### src/rtl/dma_hs_pkg.sv
package dma_hs_pkg;
  typedef enum logic [1:0] {
    HS_IDLE    = 2'd0,
    HS_REQ     = 2'd1,
    HS_RELEASE = 2'd2
  } hs_state_e;
endpackage

### src/rtl/dma_byte_counter.sv
module dma_byte_counter #(
  parameter int CNT_W   = 10,
  parameter int BURST_W = 10
) (
  input  logic               clk,
  input  logic               rst_n,
  input  logic               xfer,
  input  logic               odd_byte,
  input  logic               term,
  input  logic               dir_in,
  input  logic [BURST_W-1:0] burst_len,
  input  logic [CNT_W-1:0]   limit,
  output logic [CNT_W-1:0]   fill,
  output logic               burst_end_now,
  output logic               buf_end_now,
  output logic               buf_done
);
  logic [CNT_W-1:0]   fill_q, fill_d;
  logic [BURST_W-1:0] bcnt_q, bcnt_d;
  logic [CNT_W:0]     fill_sum;
  logic [BURST_W:0]   burst_sum;
  logic [1:0]         step;
  logic               term_commit;

  always_comb begin
    step          = odd_byte ? 2'd1 : 2'd2;
    fill_sum      = {1'b0, fill_q} + {{(CNT_W-1){1'b0}}, step};
    burst_sum     = {1'b0, bcnt_q} + {{(BURST_W-1){1'b0}}, step};
    buf_end_now   = xfer && (fill_sum >= {1'b0, limit});
    burst_end_now = xfer && (burst_sum >= {1'b0, burst_len});
    term_commit   = term && dir_in && (xfer || (fill_q != '0));
    buf_done      = buf_end_now || term_commit;
  end

  always_comb begin
    fill_d = fill_q;
    bcnt_d = bcnt_q;
    if (buf_done) begin
      fill_d = '0;
      bcnt_d = '0;
    end else if (term) begin
      bcnt_d = '0;
      if (xfer) fill_d = fill_sum[CNT_W-1:0];
    end else if (xfer) begin
      fill_d = fill_sum[CNT_W-1:0];
      bcnt_d = burst_end_now ? '0 : burst_sum[BURST_W-1:0];
    end
  end

  always_ff @(posedge clk or negedge rst_n) begin
    if (!rst_n) begin
      fill_q <= '0;
      bcnt_q <= '0;
    end else begin
      fill_q <= fill_d;
      bcnt_q <= bcnt_d;
    end
  end

  assign fill = fill_q;


  fill_in_range_chk: assert property (@(posedge clk) disable iff (!rst_n)
    (fill_q == '0) || (fill_q < limit));
endmodule

### src/rtl/ep_buf_track.sv
module ep_buf_track #(
  parameter int BUF_BYTES = 512,
  parameter int CNT_W     = 10
) (
  input  logic             clk,
  input  logic             rst_n,
  input  logic             dir_in,
  input  logic             buf_done,
  input  logic             pkt_rx,
  input  logic [CNT_W-1:0] pkt_len,
  input  logic             pkt_sent,
  output logic             act_idx,
  output logic [1:0]       occ,
  output logic [CNT_W-1:0] act_limit,
  output logic             ready,
  output logic             validate,
  output logic             clear,
  output logic             evt_sel
);
  localparam logic [CNT_W-1:0] FULL_LIM = CNT_W'(BUF_BYTES);

  logic [1:0]       occ_q, occ_d;
  logic             act_q, act_d, far_q, far_d;
  logic [CNT_W-1:0] len_q [2];
  logic [CNT_W-1:0] len_in;
  logic             rx_accept, tx_accept;
  logic             val_q, clr_q, sel_q;

  always_comb begin
    len_in    = (pkt_len > FULL_LIM) ? FULL_LIM : pkt_len;
    rx_accept = !dir_in && pkt_rx && !occ_q[far_q] && (pkt_len != '0);
    tx_accept = dir_in && pkt_sent && occ_q[far_q];
    occ_d     = occ_q;
    act_d     = act_q;
    far_d     = far_q;
    if (buf_done) begin
      occ_d[act_q] = dir_in;
      act_d        = ~act_q;
    end
    if (tx_accept) begin
      occ_d[far_q] = 1'b0;
      far_d        = ~far_q;
    end
    if (rx_accept) begin
      occ_d[far_q] = 1'b1;
      far_d        = ~far_q;
    end
  end

  always_ff @(posedge clk or negedge rst_n) begin
    if (!rst_n) begin
      occ_q <= '0;
      act_q <= 1'b0;
      far_q <= 1'b0;
      val_q <= 1'b0;
      clr_q <= 1'b0;
      sel_q <= 1'b0;
    end else begin
      occ_q <= occ_d;
      act_q <= act_d;
      far_q <= far_d;
      val_q <= buf_done && dir_in;
      clr_q <= buf_done && !dir_in;
      if (buf_done) sel_q <= act_q;
    end
  end

  for (genvar g = 0; g < 2; g++) begin : g_len
    always_ff @(posedge clk or negedge rst_n) begin
      if (!rst_n) begin
        len_q[g] <= '0;
      end else if (rx_accept && (far_q == 1'(g))) begin
        len_q[g] <= len_in;
      end
    end
  end

  always_comb begin
    act_limit = dir_in ? FULL_LIM : len_q[act_q];
    ready     = dir_in ? !occ_q[act_q] : occ_q[act_q];
  end

  assign act_idx  = act_q;
  assign occ      = occ_q;
  assign validate = val_q;
  assign clear    = clr_q;
  assign evt_sel  = sel_q;


  validate_marks_full_chk: assert property (@(posedge clk) disable iff (!rst_n)
    val_q |-> occ_q[sel_q]);

  clear_marks_free_chk: assert property (@(posedge clk) disable iff (!rst_n)
    clr_q |-> !occ_q[sel_q]);

  commit_single_pulse_chk: assert property (@(posedge clk) disable iff (!rst_n)
    (val_q || clr_q) |=> !(val_q || clr_q));
endmodule

### src/rtl/dma_req_fsm.sv
module dma_req_fsm
  import dma_hs_pkg::*;
(
  input  logic clk,
  input  logic rst_n,
  input  logic run,
  input  logic ready,
  input  logic dack,
  input  logic term,
  input  logic burst_end_now,
  input  logic buf_end_now,
  output logic dreq,
  output logic xfer
);
  hs_state_e state_q, state_d;

  always_comb begin
    xfer    = run && (state_q == HS_REQ) && dack;
    state_d = state_q;
    unique case (state_q)
      HS_IDLE: begin
        if (run && ready && !term) state_d = HS_REQ;
      end
      HS_REQ: begin
        if (!run || !ready || term || burst_end_now || buf_end_now)
          state_d = HS_RELEASE;
      end
      HS_RELEASE: begin
        if (!dack) state_d = HS_IDLE;
      end
      default: state_d = HS_IDLE;
    endcase
  end

  always_ff @(posedge clk or negedge rst_n) begin
    if (!rst_n) state_q <= HS_IDLE;
    else        state_q <= state_d;
  end

  assign dreq = (state_q == HS_REQ);


  dreq_off_when_stopped_chk: assert property (@(posedge clk) disable iff (!rst_n)
    !run |=> !dreq);

  burst_end_drops_req_chk: assert property (@(posedge clk) disable iff (!rst_n)
    (xfer && burst_end_now) |=> !dreq);

  rerequest_after_release_chk: assert property (@(posedge clk) disable iff (!rst_n)
    (state_q == HS_RELEASE && dack) |=> !dreq);
endmodule

### src/rtl/dma_ep_handshake.sv
module dma_ep_handshake #(
  parameter int BUF_BYTES = 512,
  parameter int BURST_W   = 10,
  localparam int CNT_W    = $clog2(BUF_BYTES + 1)
) (
  input  logic               clk,
  input  logic               rst_n,
  input  logic               dma_clk_en,
  input  logic               dma_en,
  input  logic               dir_in,
  input  logic [BURST_W-1:0] burst_len,
  input  logic               dack,
  input  logic               odd_byte,
  input  logic               dma_term,
  input  logic               pkt_rx,
  input  logic [CNT_W-1:0]   pkt_len,
  input  logic               pkt_sent,
  output logic               dreq,
  output logic               buf_validate,
  output logic               buf_clear,
  output logic               buf_sel,
  output logic               act_buf,
  output logic [1:0]         buf_occ,
  output logic [CNT_W-1:0]   fill_bytes
);
  logic             run, ready, xfer;
  logic             burst_end_now, buf_end_now, buf_done;
  logic [CNT_W-1:0] act_limit;

  assign run = dma_clk_en && dma_en;

  dma_req_fsm u_fsm (
    .clk           (clk),
    .rst_n         (rst_n),
    .run           (run),
    .ready         (ready),
    .dack          (dack),
    .term          (dma_term),
    .burst_end_now (burst_end_now),
    .buf_end_now   (buf_end_now),
    .dreq          (dreq),
    .xfer          (xfer)
  );

  dma_byte_counter #(.CNT_W(CNT_W), .BURST_W(BURST_W)) u_cnt (
    .clk           (clk),
    .rst_n         (rst_n),
    .xfer          (xfer),
    .odd_byte      (odd_byte),
    .term          (dma_term),
    .dir_in        (dir_in),
    .burst_len     (burst_len),
    .limit         (act_limit),
    .fill          (fill_bytes),
    .burst_end_now (burst_end_now),
    .buf_end_now   (buf_end_now),
    .buf_done      (buf_done)
  );

  ep_buf_track #(.BUF_BYTES(BUF_BYTES), .CNT_W(CNT_W)) u_bufs (
    .clk       (clk),
    .rst_n     (rst_n),
    .dir_in    (dir_in),
    .buf_done  (buf_done),
    .pkt_rx    (pkt_rx),
    .pkt_len   (pkt_len),
    .pkt_sent  (pkt_sent),
    .act_idx   (act_buf),
    .occ       (buf_occ),
    .act_limit (act_limit),
    .ready     (ready),
    .validate  (buf_validate),
    .clear     (buf_clear),
    .evt_sel   (buf_sel)
  );


  req_needs_ready_chk: assert property (@(posedge clk) disable iff (!rst_n)
    dreq |-> ready);

  commit_exclusive_chk: assert property (@(posedge clk) disable iff (!rst_n)
    !(buf_validate && buf_clear));

  no_move_when_stopped_chk: assert property (@(posedge clk) disable iff (!rst_n)
    (!run && !dma_term) |=> $stable(fill_bytes));
endmodule

### config.mk
export PLATFORM = sky130hd
export DESIGN_NAME = dma_ep_handshake
export DESIGN_NICKNAME = d
export VERILOG_FILES = /design/src/rtl/dma_hs_pkg.sv /design/src/rtl/dma_byte_counter.sv /design/src/rtl/ep_buf_track.sv /design/src/rtl/dma_req_fsm.sv /design/src/rtl/dma_ep_handshake.sv
export SDC_FILE = /design/constraint.sdc
export NUM_CORES = 1
export LEC_CHECK = 0
export ABC_CLOCK_PERIOD_IN_PS = 3100
export BUFFER_PORTS_ARGS = -buffer_cell sky130_fd_sc_hd__clkbuf_2
export CAP_MARGIN = 10
export CORE_MARGIN = 2
export CORE_UTILIZATION = 45
export CTS_CLUSTER_DIAMETER = 30
export CTS_CLUSTER_SIZE = 25
export DETAILED_ROUTE_END_ITERATION = 8
export PLACE_DENSITY = 0.68
export SYNTH_ARGS = -nofsm -noshare
export SYNTH_HDL_FRONTEND = slang
export SYNTH_SLANG_ARGS = --single-unit
### constraint.sdc
create_clock -name clk -period 3.1 [get_ports clk]
set_input_delay 0.62 -clock clk [delete_from_list [all_inputs] [get_ports clk]]
set_output_delay 0.62 -clock clk [all_outputs]
set_load 0.005 [all_outputs]
[Word level (Yosys, flattened, before mapping)]
Cells that the tools add are included.
Word-level totals
  register bits: 49
  input bits: 30
  output and inout bits: 17
  word-level logic and storage cells: 102
Operators by class
  add/subtract/negate cells: 2
  order comparisons: 8
  eq/ne operators: 5
  multiplexer cells: 31
  bitwise logic cells: 6
  reduce and logical (&&, ||, !) cells: 39
Operators with widths (count)
  10-bit 2-to-1 mux: 11
  10-bit by 2-bit adder with 11-bit output: 2
  11-bit by 10-bit greater-or-equal comparator with 1-bit output: 2
  1-bit logical AND: 20
  10-bit nonzero test: 2
  2-bit 2-to-1 mux: 7
  10-bit greater-than comparator, second input constant: 1
  1-bit 2-to-1 mux: 9
  1-bit zero test: 6
  1-bit logical OR: 6
  2-bit one-hot mux with 3 select lines: 1
  1-bit by 2-bit < comparator with 1-bit output, second input constant: 2
  2-bit by 1-bit != test with 1-bit output, second input constant: 2
  2-bit nonzero test: 2
  3-bit AND reduction: 1
  3-bit nonzero test: 1
  2-bit bitwise AND: 1
  2-bit bitwise mux: 1
  1-bit demux with 1-bit select: 2
  2-bit by 1-bit == test with 1-bit output, second input constant: 1
  2-bit == test, second input constant: 1
  1-bit greater-or-equal comparator, second input constant: 2
  2-bit greater-or-equal comparator, second input constant: 1
  2-bit zero test: 1
  5 further kinds: 6

[Longest topological paths before layout]
Gate-level depths: netlist of the first run.
  depth after elaboration: 13
  depth in mapped cells: 15

[Hierarchy]
Synthesis of the first run repeated with hierarchy kept, for this count alone.
Unflattened totals
  cell total of the unflattened synthesis: 341
  area total of the unflattened synthesis: 3388.2 sq um
By module, submodules not included
  dma_byte_counter: times used 1, cells each 220, area an instance 1876.8 sq um
  ep_buf_track: times used 1, cells each 110, area an instance 1380.1 sq um
  dma_req_fsm: times used 1, cells each 10, area an instance 125.1 sq um
  dma_ep_handshake: times used 1, cells each 1, area an instance 6.3 sq um

[Worst setup path after synthesis of the first run]
Ideal clock, no wire load.
  path kind: input-to-reg
  start: input port odd_byte
  end: register u_cnt.fill_q[3], in the netlist u_cnt.fill[3]
  setup time: 0.076 ns
  arrival time: 3.401 ns
  required time: 3.024 ns
  path slack: -0.377 ns
  cell stages on the path: 12
  path buffers: 0
  cells stage by stage: ha_1 -> fa_1 -> and4_1 -> nand2_1 -> xnor2_1 -> ha_1 -> a21o_1 -> a211oi_1 -> o211ai_1 -> a211o_4 -> or4_1 -> o21ai_1
On the way
  word-level cells in the longest chain between the ends: 6
  elaborated cells between the ends (all ways): 8
  classes of those cells: add/sub (1); order compare (1); mux (3); reduce/logical (3)
Ends and longest elaborated chain
  start, declared: line dma_ep_handshake.sv:13  | input logic odd_byte,
  2-bit 2-to-1 mux (*): line dma_byte_counter.sv:26  | step = odd_byte ? 2'd1 : 2'd2;
  10-bit by 2-bit adder with 11-bit output (*): line dma_byte_counter.sv:27  | fill_sum = {1'b0, fill_q} + {{(CNT_W-1){1'b0}}, step};
  11-bit by 10-bit greater-or-equal comparator with 1-bit output: line dma_byte_counter.sv:29  | buf_end_now = xfer && (fill_sum >= {1'b0, limit});
  1-bit logical AND: line dma_byte_counter.sv:29
  1-bit logical OR: line dma_byte_counter.sv:32  | buf_done = buf_end_now || term_commit;
  10-bit 2-to-1 mux or 2-bit nonzero test (tied branches)
  end signal, assigned: line dma_byte_counter.sv:55  | fill_q <= fill_d;
  end, declared: line dma_byte_counter.sv:18  | logic [CNT_W-1:0] fill_q, fill_d;
Mark *: on every way between the ends. The rest lies on a longest branch, timed or not. The select of a mux whose other input is x is not followed.
A chain may end at the register's enable or synchronous reset.

[Worst setup path after layout of the first run]
  start: input port odd_byte
  end: register u_cnt.bcnt_q[7]
On the way
  word-level cells in the longest chain between the ends: 8
  elaborated cells between the ends (all ways): 13
  classes of those cells: add/sub (2); order compare (2); mux (5); reduce/logical (4)
Ends and longest elaborated chain
  2-bit 2-to-1 mux (*): line dma_byte_counter.sv:26
  10-bit by 2-bit adder with 11-bit output: line dma_byte_counter.sv:28  | burst_sum = {1'b0, bcnt_q} + {{(BURST_W-1){1'b0}}, step};
  11-bit by 10-bit greater-or-equal comparator with 1-bit output: line dma_byte_counter.sv:30  | burst_end_now = xfer && (burst_sum >= {1'b0, burst_len});
  1-bit logical AND: line dma_byte_counter.sv:30
  10-bit 2-to-1 mux: line dma_byte_counter.sv:46  | bcnt_d = burst_end_now ? '0 : burst_sum[BURST_W-1:0];
  10-bit 2-to-1 mux: line dma_byte_counter.sv:44  | end else if (xfer) begin
  10-bit 2-to-1 mux: line dma_byte_counter.sv:41  | end else if (term) begin
  10-bit 2-to-1 mux: line dma_byte_counter.sv:38  | if (buf_done) begin
  end signal, assigned: line dma_byte_counter.sv:56  | bcnt_q <= bcnt_d;
  end, declared: line dma_byte_counter.sv:19  | logic [BURST_W-1:0] bcnt_q, bcnt_d;
Marked as above.

==> results of run 1 <==
==> layer usage <==
| metal | up-vias | track usage | wire length (um) | part of all wire |
|---|---|---|---|---|
| met5 | - | 0 | 0 | 0 |
| met4 | 0 | 0.0537 | 114 | 0.015 |
| met3 | 10 | 0.0354 | 325 | 0.043 |
| met2 | 70 | 0.347 | 3770 | 0.49 |
| met1 | 1299 | 0.271 | 3430 | 0.45 |
| li1 | 1331 | - | - | - |
==> placed cells by master (no fill, tap or decap), types with 10 or more instances in the layout <==
cell type  synthesis  final
buf_4              0     41
clkbuf_2           0     45
dfrtp_1           49     48
ha_1              24     20
inv_1             25     23
mux2_2            21     20
mux2i_1           10     10
nand2_1           30     29
nand3_1           13     12
nor2_1            19     16
==> synth_stat cells, types with 2 or more instances <==
library cell  number  share of area
a22o_1             4          0.011
nor2_1            19          0.022
clkbuf_1           5         0.0058
buf_6              3          0.010
a21oi_1            7          0.011
and2_1             4         0.0078
xnor2_1           10          0.027
nand2_1           30          0.035
o2bb2ai_1          3         0.0082
o21ai_0           11          0.017
dfrtp_1           49           0.38
a31oi_1            8          0.016
ha_1              24          0.093
mux2i_1           10          0.031
buf_2              3         0.0047
a211oi_1           3         0.0070
mux2_2            21          0.073
inv_1             25          0.029
o211ai_1           2         0.0047
nor3_1             3         0.0047
o22ai_1            4         0.0078
or4_1              2         0.0047
nand3_1           13          0.020
and4_1             2         0.0054
a21o_1             7          0.016
and3_1             3         0.0058
nand4_1            3         0.0058
xor2_1             7          0.019
nand2b_1           3         0.0058
nor2b_1           10          0.019
o21ai_1            2         0.0031
fa_1               2          0.012
nor4_1             2         0.0039
or2_2              8          0.016
==> registers in the layout, indices dropped and copies added, names as in the netlist <==
| register | count |
|---|---|
| u_bufs.clear | 1 |
| u_bufs.validate | 1 |
| u_cnt.fill | 10 |
| u_cnt.bcnt_q | 10 |
| u_bufs.evt_sel | 1 |
| u_bufs.occ | 2 |
| u_bufs.len_q | 20 |
| u_bufs.far_q | 1 |
| u_bufs.act_idx | 1 |
| u_fsm.state_q | 2 |
==> final cells by class <==
cell class,instances,area share
clock buffers,5,0.0163
multi-input cells,243,0.486
well taps,96,0.0284
flip-flops and latches,49,0.291
repair buffers,91,0.140
inverters,25,0.0228
clock inverters,3,0.0154
==> cell families (layout without fill, tap and decap cells) <==
kind of cell,Yosys count,in the layout,synth area share
fa+ha+maj,26,26,0.106
flops,49,49,0.381
compound gates,61,61,0.136
xor+xnor,17,17,0.0463
simple gates,108,108,0.175
buf+inv,37,124,0.0513
mux,31,31,0.105
==> path summary, 6_finish.rpt <==
kind	start	end
worst max register to register	u_cnt.fill[0]$_DFFE_PN0P_	u_cnt.bcnt_q[7]$_DFFE_PN0P_
max in group asynchronous	rst_n	u_cnt.fill[1]$_DFFE_PN0P_
worst max-delay path	odd_byte	u_cnt.bcnt_q[7]$_DFFE_PN0P_
worst min-delay path	rst_n	u_fsm.state_q[1]$_DFFE_PN0P_
worst min register to register	u_fsm.state_q[0]$_DFFE_PN0P_	u_fsm.state_q[1]$_DFFE_PN0P_
min in group clk	u_fsm.state_q[0]$_DFFE_PN0P_	u_fsm.state_q[1]$_DFFE_PN0P_
==> report_power, final <==
group / switching (mW) / internal (mW) / leakage, nW
Sequential: 0.163 / 0.801 / 0.648
Combinational: 0.443 / 0.561 / 1.35
Clock: 0.220 / 0.321 / 0.0681
==> what timing repair did <==
action / CTS / global route
resized for setup: 9 / 37
pin swaps: 18 / 13
endpoints found under the setup margin: 21 / 25
buffers inserted: 10 / 2
hold buffers: 0 / 0
==> results.sh, run 1 <==
export IMPL_ir_drop_mv=0.515
export IMPL_firstDrtPassIters=4
export IMPL_synth_ff_type="dfrtp_1"
export IMPL_clkLatencyLatePin_ns=0.30
export IMPL_rows=30
export IMPL_final_hold_viol_count=0
export IMPL_timing_final_ws_setup_ns=-0.135
export IMPL_max_slew_margin=0.356
export IMPL_yosys_warnings=0
export IMPL_drc_errors=0
export IMPL_ios=47
export IMPL_grtUsageTotal=0.204
export IMPL_worstSetupPathType="in2reg"
export IMPL_status="complete, but fails checks"
export IMPL_grt_pass1_vias=2723
export IMPL_skew_ns=0.00962
export IMPL_crit_path_top_delay_cell="fa_2"
export IMPL_drv_slew=0
export IMPL_setup_viol=17
export IMPL_clock_sinks=49
export IMPL_clk_pin_slew_ns=0.09
export IMPL_powerDensity_nw_per_um2=594
export IMPL_synth_edf_count=0
export IMPL_critPathBufInv=5
export IMPL_worstMarginPinSlew_ns=0.963
export IMPL_drt_total_wl_mm=7.64
export IMPL_ant_nets=0
export IMPL_cp_depth=15
export IMPL_dpl_hpwl_mm=5.49
export IMPL_grt_pass1_wl_mm=12.5
export IMPL_worst_ep_required_time_ns=3.33
export IMPL_hold_worst_slack_ns=0.416
export IMPL_drive_gt1_frac=0.416
export IMPL_regArea_sq_um=1230
export IMPL_nets=471
export IMPL_cp_top_family="compound AO/OA/AOI/OAI gates"
export IMPL_overflow=0
export IMPL_start_util=0.468
export IMPL_fin_area_sq_um=4220
export IMPL_die_area_sq_um=7840
export IMPL_p_leak_nw=2.07
export IMPL_crit_top_cell="buf_4"
export IMPL_cts_tree="yes"
export IMPL_wire_per_inst_um=14.9
export IMPL_placed_area_sq_um=3800
export IMPL_rrSetupSlack_ns=-0.12
export IMPL_finalCritPeriodShare=1.04
export IMPL_place_ws_ns=-0.531
export IMPL_via_per_inst=5.29
export IMPL_setup_tns_ns=-1.25
export IMPL_worstSetupEndpointType="register"
export IMPL_cts_made_buffers=5
export IMPL_cap_violations=0
export IMPL_fillers=593
export IMPL_start_kind="primary input"
export IMPL_p_total_mw=2.51
export IMPL_fp_dieW_um=88.6
export IMPL_antennaDiodeCount=0
export IMPL_hp_class="in2async"
export IMPL_coreArea_sq_um=6870
export IMPL_htreeDepth=2
export IMPL_synth_area_sq_um=3220
export IMPL_synth_cells=329
export IMPL_finalCriticalPeriod_ns=3.23
export IMPL_syn_to_final_growth_pct=31.3
export IMPL_clock_root_buffer="clkbuf_8"
export IMPL_async_reset_ff_frac=1.00
export IMPL_grt_max_degree=50
export IMPL_cp_max_fo=4
export IMPL_yosysUniqueCellTypes=51
export IMPL_cts_buffer_depth=2
export IMPL_drtIter0Drc=143
export IMPL_dp_cells=492
export IMPL_antenna_found_initial=0
export IMPL_grt_setup_unrepaired="yes"
export IMPL_reg2reg_depth=15
export IMPL_ys_ff_latch=49
export IMPL_io_buffers=46
export IMPL_syn_nets=385
export IMPL_clock_fmax_ghz=0.309
export IMPL_slowest_delay_ns=0.42
export IMPL_seq_area_frac_synth=0.381
export IMPL_path_cells="clkbuf_8, buf_4, ha_4, inv_2, fa_2, nor3_4, buf_4, nand3_1, xnor2_1, ha_1, a221o_1, a311oi_2, buf_4, a31oi_2, o2bb2ai_1"
export IMPL_arrival_ns=3.46
export IMPL_instances_no_fill=512
export IMPL_multi_input_area_sq_um=2050
export IMPL_synth_avg_cell_area_sq_um=9.78
export IMPL_die_h_um=88.6
export IMPL_place_congestion=0.850
export IMPL_via_count=2710
export IMPL_post_route_util=0.615
export IMPL_violations="negative setup slack"
Note: power is estimated with default switching activity, not from simulation.
==> run 2, diff against run 1 <==
--- a/config.mk
+++ b/config.mk
@@ -5,7 +5,7 @@
 export SDC_FILE = /design/constraint.sdc
 export NUM_CORES = 1
 export LEC_CHECK = 0
-export ABC_CLOCK_PERIOD_IN_PS = 3100
+export ABC_CLOCK_PERIOD_IN_PS = 4000
 export BUFFER_PORTS_ARGS = -buffer_cell sky130_fd_sc_hd__clkbuf_2
 export CAP_MARGIN = 10
 export CORE_MARGIN = 2
@@ -13,7 +13,8 @@
 export CTS_CLUSTER_DIAMETER = 30
 export CTS_CLUSTER_SIZE = 25
 export DETAILED_ROUTE_END_ITERATION = 8
-export PLACE_DENSITY = 0.68
+export PLACE_DENSITY = 0.65
+export SETUP_SLACK_MARGIN = 0.02
 export SYNTH_ARGS = -nofsm -noshare
 export SYNTH_HDL_FRONTEND = slang
 export SYNTH_SLANG_ARGS = --single-unit
==> constraint.sdc (replaced) <==
create_clock -name clk -period 4 [get_ports clk]
set_input_delay 0.8 -clock clk [delete_from_list [all_inputs] [get_ports clk]]
set_output_delay 0.8 -clock clk [all_outputs]
set_load 0.005 [all_outputs]
==> results.sh, run 2 (synthesis gave the netlist of run 1 again) <==
export IMPL_p_switching_mw=0.582
export IMPL_dpl_hpwl_mm=5.34
export IMPL_grt_pass1_wl_mm=11.4
export IMPL_grt_max_degree=29
export IMPL_clock_root_buffer="clkbuf_8"
export IMPL_via_count=2554
export IMPL_via_per_inst=5.35
export IMPL_max_slew_margin=0.499
export IMPL_clk_pin_slew_ns=0.10
export IMPL_syn_to_final_growth_pct=14.1
export IMPL_regArea_sq_um=1230
export IMPL_place_congestion=0.816
export IMPL_cap_violations=0
export IMPL_clock_fmax_ghz=0.271
export IMPL_io_buffers=46
export IMPL_drt_total_wl_mm=6.83
export IMPL_drc_errors=0
export IMPL_multi_input_area_sq_um=1830
export IMPL_grtUsageTotal=0.186
export IMPL_instances_no_fill=477
export IMPL_finalCritPeriodShare=0.921
export IMPL_die_area_sq_um=7840
export IMPL_p_int_mw=1.09
export IMPL_clockPowerShare=0.193
export IMPL_r2r_start="u_cnt.fill[0]$_DFFE_PN0P_"
export IMPL_die_h_um=88.6
export IMPL_ctsHoldBuffers=0
export IMPL_arrival_ns=3.91
export IMPL_status="finished, final reports clean"
export IMPL_largest_reg_flops=20
export IMPL_p_leak_nw=1.81
export IMPL_start_util=0.468
export IMPL_hp_class="reg2reg"
export IMPL_htreeDepth=2
export IMPL_grt_setup_unrepaired="no"
export IMPL_overflow=0
export IMPL_cts_made_buffers=5
export IMPL_firstDrtPassIters=4
export IMPL_fillers=646
export IMPL_ios=47
export IMPL_powerDensity_nw_per_um2=455
export IMPL_cts_tree="yes"
export IMPL_drive_gt1_frac=0.265
export IMPL_final_hold_viol_count=0
export IMPL_cts_resized=0
export IMPL_dp_cells=469
export IMPL_grt_pass1_vias=2371
export IMPL_cp_startpoint="odd_byte"
export IMPL_seqPwrFrac=0.434
export IMPL_timing_final_ws_setup_ns=0.317
export IMPL_fp_dieW_um=88.6
export IMPL_setup_tns_ns=0
export IMPL_ant_nets=0
export IMPL_hp_start="u_fsm.state_q[0]$_DFFE_PN0P_"
export IMPL_rows=30
export IMPL_pwr_share_comb=0.372
export IMPL_worstMarginPinSlew_ns=0.749
export IMPL_finalCriticalPeriod_ns=3.68
export IMPL_setup_viol=0
export IMPL_postCtsSetupBuffers=0
export IMPL_drv_slew=0
export IMPL_worstSetupEndpointType="register"
export IMPL_worstSetupPathType="in2reg"
export IMPL_wire_per_inst_um=14.3
export IMPL_place_ws_ns=0.0243
export IMPL_skew_ns=0.0143
export IMPL_coreArea_sq_um=6870
export IMPL_ir_drop_mv=0.291
export IMPL_nets=436
export IMPL_layout_commonest_cell="dfrtp_1"
export IMPL_antennaDiodeCount=0
export IMPL_drtIter0Drc=117
export IMPL_start_kind="primary input"
export IMPL_worst_ep_required_time_ns=4.23
export IMPL_clkLatencyLatePin_ns=0.31
export IMPL_cp_max_fo=7
export IMPL_antenna_found_initial=0
export IMPL_clock_sinks=49
export IMPL_sw_frac_of_total=0.349
export IMPL_max_flop_register="u_bufs.len_q"
export IMPL_cts_buffer_depth=2
export IMPL_final_cell_mix="dfrtp_1 (49), clkbuf_2 (46), nand2_1 (30)"
run 2: cell types whose count changed in the layout (fill, tap and decap cells not counted), sizes merged:
cell,change
inv,+1
clkinvlp,+1
clkinv,-1
bufinv,-2
clkbuf,+1
buf,-35
run 2: cell type report:
class / instances / area share
Multi-Input combinational cell: 243 / 0.498
Sequential cell: 49 / 0.334
Timing Repair Buffer: 56 / 0.0832
Tap cell: 96 / 0.0327
Inverter: 25 / 0.0256
Clock buffer: 6 / 0.0225
Clock inverter: 2 / 0.00443
run 2: per-layer routing:
metal,GRT usage,part of all wire
met5,0,0
met4,0.0386,0.0062
met3,0.0345,0.042
met2,0.310,0.47
met1,0.255,0.48
run 2: worst max-delay path, stage by stage:
cell,delay [ns]
clkbuf_2,0.13
ha_1,0.23
fa_1,0.39
and4_1,0.24
nand2_1,0.09
xnor2_1,0.14
ha_1,0.28
a21o_1,0.18
a211oi_1,0.25
o211ai_1,0.22
a211o_4,0.40
or4_1,0.47
o21ai_1,0.10
run 2: final timing paths:
| kind | endpoint | slack, ns | cells after the start |
|---|---|---|---|
| setup / recovery | u_cnt.fill[3]$_DFFE_PN0P_ | 0.32 | 13 |
| hold / removal | u_fsm.state_q[1]$_DFFE_PN0P_ | 0.45 | 1 |
| min in group asynchronous | u_bufs.len_q[16]$_DFFE_PN0P_ | 0.47 | 1 |
| setup reg to reg | u_cnt.fill[3]$_DFFE_PN0P_ | 0.51 | 12 |
| max in group asynchronous | u_bufs.len_q[7]$_DFFE_PN0P_ | 2.74 | 2 |
| hold reg to reg | u_fsm.state_q[1]$_DFFE_PN0P_ | 0.45 | 1 |
run 2: metrics by stage:
| stage | hold slack (ns) | power, mW | utilization | area (sq um) |
|---|---|---|---|---|
| 3_3_place_gp | 0.428 | 1.35 | 0.520 | 3570 |
| 4_1_cts | 0.462 | 1.69 | 0.534 | 3670 |
| 5_1_grt | 0.487 | 1.79 | 0.534 | 3670 |
| 6_report | 0.454 | 1.67 | 0.534 | 3670 |
| 2_1_floorplan | 0.408 | 1.19 | - | 3220 |
| 3_5_place_dp | 0.447 | 1.37 | 0.520 | 3570 |
run 2: power groups by stage:
| stage | registers [mW] | clock network [mW] | logic [mW] |
|---|---|---|---|
| after floorplan | 0.700 | 0 | 0.487 |
| after global placement | 0.731 | 0 | 0.616 |
| after detailed placement | 0.735 | 0 | 0.631 |
| after CTS | 0.724 | 0.329 | 0.633 |
| after global routing | 0.742 | 0.352 | 0.697 |
| final | 0.726 | 0.323 | 0.622 |
==> run 3, diff against run 2 <==
--- a/config.mk
+++ b/config.mk
@@ -5,7 +5,7 @@
 export SDC_FILE = /design/constraint.sdc
 export NUM_CORES = 1
 export LEC_CHECK = 0
-export ABC_CLOCK_PERIOD_IN_PS = 4000
+export ABC_CLOCK_PERIOD_IN_PS = 4100
 export BUFFER_PORTS_ARGS = -buffer_cell sky130_fd_sc_hd__clkbuf_2
 export CAP_MARGIN = 10
 export CORE_MARGIN = 2
==> constraint.sdc (replaced) <==
create_clock -name clk -period 4.1 [get_ports clk]
set_input_delay 0.82 -clock clk [delete_from_list [all_inputs] [get_ports clk]]
set_output_delay 0.82 -clock clk [all_outputs]
set_load 0.005 [all_outputs]
==> results.sh, run 3 (synthesis gave the netlist of run 1 again) <==
export IMPL_ios=47
export IMPL_finalCritPeriodShare=0.907
export IMPL_cap_violations=0
export IMPL_place_congestion=0.803
export IMPL_drive_gt1_frac=0.261
export IMPL_dp_cells=468
export IMPL_antennaDiodeCount=0
export IMPL_ant_nets=0
export IMPL_via_count=2567
export IMPL_io_buffers=46
export IMPL_postCtsSetupBuffers=0
export IMPL_p_leak_nw=1.81
export IMPL_hold_worst_slack_ns=0.438
export IMPL_instances_no_fill=475
export IMPL_final_hold_viol_count=0
export IMPL_max_slew_margin=0.499
export IMPL_drc_errors=0
export IMPL_worstMarginPinSlew_ns=0.748
export IMPL_worstSetupPathType="in2reg"
export IMPL_cp_startpoint="odd_byte"
export IMPL_rows=30
export IMPL_hp_class="reg2reg"
export IMPL_antenna_found_initial=0
export IMPL_via_per_inst=5.40
export IMPL_place_ws_ns=0.100
export IMPL_clkLatencyLatePin_ns=0.30
export IMPL_powerDensity_nw_per_um2=452
export IMPL_syn_to_final_growth_pct=14.0
export IMPL_worst_ep_required_time_ns=4.33
export IMPL_cts_tree="yes"
export IMPL_wire_per_inst_um=14.5
export IMPL_skew_ns=0.00614
export IMPL_clock_sinks=49
export IMPL_die_area_sq_um=7840
export IMPL_timing_final_ws_setup_ns=0.383
export IMPL_cts_made_buffers=5
export IMPL_grt_setup_unrepaired="no"
export IMPL_grtUsageTotal=0.192
export IMPL_firstDrtPassIters=4
export IMPL_grt_pass1_wl_mm=11.8
export IMPL_grt_pass1_vias=2416
export IMPL_clock_fmax_ghz=0.269
export IMPL_worstSetupEndpointType="register"
export IMPL_finalCriticalPeriod_ns=3.72
export IMPL_max_flop_register="u_bufs.len_q"
export IMPL_dpl_hpwl_mm=5.23
export IMPL_layout_commonest_cell="dfrtp_1"
export IMPL_p_total_mw=1.66
export IMPL_cp_max_fo=7
export IMPL_ctsHoldBuffers=0
export IMPL_final_cell_mix="dfrtp_1 (49), clkbuf_2 (46), nand2_1 (30)"
export IMPL_cts_resized=0
export IMPL_nets=435
export IMPL_drtIter0Drc=83
export IMPL_fp_dieW_um=88.6
export IMPL_setup_viol=0
export IMPL_ir_drop_mv=0.319
export IMPL_start_kind="primary input"
export IMPL_coreArea_sq_um=6870
export IMPL_hp_start="u_fsm.state_q[0]$_DFFE_PN0P_"
export IMPL_largest_reg_flops=20
export IMPL_cts_buffer_depth=2
export IMPL_htreeDepth=2
export IMPL_status="finished, final reports clean"
export IMPL_drt_total_wl_mm=6.87
export IMPL_drv_slew=0
export IMPL_setup_tns_ns=0
export IMPL_start_util=0.468
export IMPL_rrSetupSlack_ns=0.61
export IMPL_clock_root_buffer="clkbuf_8"
export IMPL_overflow=0
export IMPL_grt_max_degree=50
export IMPL_clk_pin_slew_ns=0.09
export IMPL_r2r_start="u_cnt.fill[0]$_DFFE_PN0P_"
export IMPL_die_h_um=88.6
export IMPL_arrival_ns=3.94
==> run 3: cell types whose count changed in the layout (fill, tap and decap cells not counted) <==
cell | previous run | this run
clkinv_2 | 0 | 1
bufinv_16 | 0 | 1
inv_6 | 1 | 0
clkinvlp_4 | 1 | 0
clkbuf_8 | 6 | 5
buf_4 | 10 | 9
==> run 3: final timing paths <==
| path | end | depth (start not counted) |
|---|---|---|
| hold reg to reg | u_fsm.state_q[1]$_DFFE_PN0P_ | 1 |
| hold / removal | u_fsm.state_q[1]$_DFFE_PN0P_ | 1 |
| setup / recovery | u_cnt.fill[5]$_DFFE_PN0P_ | 13 |
| min in group asynchronous | u_bufs.len_q[16]$_DFFE_PN0P_ | 2 |
| setup reg to reg | u_cnt.fill[5]$_DFFE_PN0P_ | 12 |
| max in group asynchronous | u_cnt.bcnt_q[5]$_DFFE_PN0P_ | 2 |
==> run 3: power by group <==
| part | switching, mW | leakage, nW | total (mW) | internal [mW] |
|---|---|---|---|---|
| sequential | 0.127 | 0.649 | 0.732 | 0.605 |
| clock | 0.159 | 0.0540 | 0.337 | 0.178 |
| combinational | 0.270 | 1.11 | 0.588 | 0.318 |
| total | 0.557 | 1.81 | 1.66 | 1.10 |
==> run 3: layout make-up <==
| class | instances | area, sq um |
|---|---|---|
| clock buffers | 5 | 68.8 |
| clock inverters | 2 | 35.0 |
| fillers | 657 | 3200 |
| inverters | 25 | 93.8 |
| multi-input cells | 243 | 1830 |
| flip-flops and latches | 49 | 1230 |
| well taps | 96 | 120 |
| repair buffers | 55 | 298 |
==> run 3: worst max-delay path, stage by stage <==
cell and delay [ns]:
clkbuf_2 0.13, ha_1 0.23, fa_1 0.39, and4_1 0.24, nand2_1 0.09, xnor2_1 0.14
ha_1 0.28, a21o_1 0.19, a211oi_1 0.23, o211ai_1 0.21, a211o_4 0.40, or4_1 0.49
o21ai_1 0.10
==> run 3: routing by layer <==
layer  routed length [um]  share of wire  track usage
met1                 3250           0.47        0.273
met5                    0              0            0
met2                 3250           0.47        0.312
met4                   69          0.010       0.0427
met3                  309          0.045       0.0299
==> run 3: through the flow <==
stage | util | instance area [sq um]
2_1_floorplan | - | 3220
3_3_place_gp | 0.519 | 3560
3_5_place_dp | 0.519 | 3560
4_1_cts | 0.534 | 3670
5_1_grt | 0.534 | 3670
6_report | 0.534 | 3670
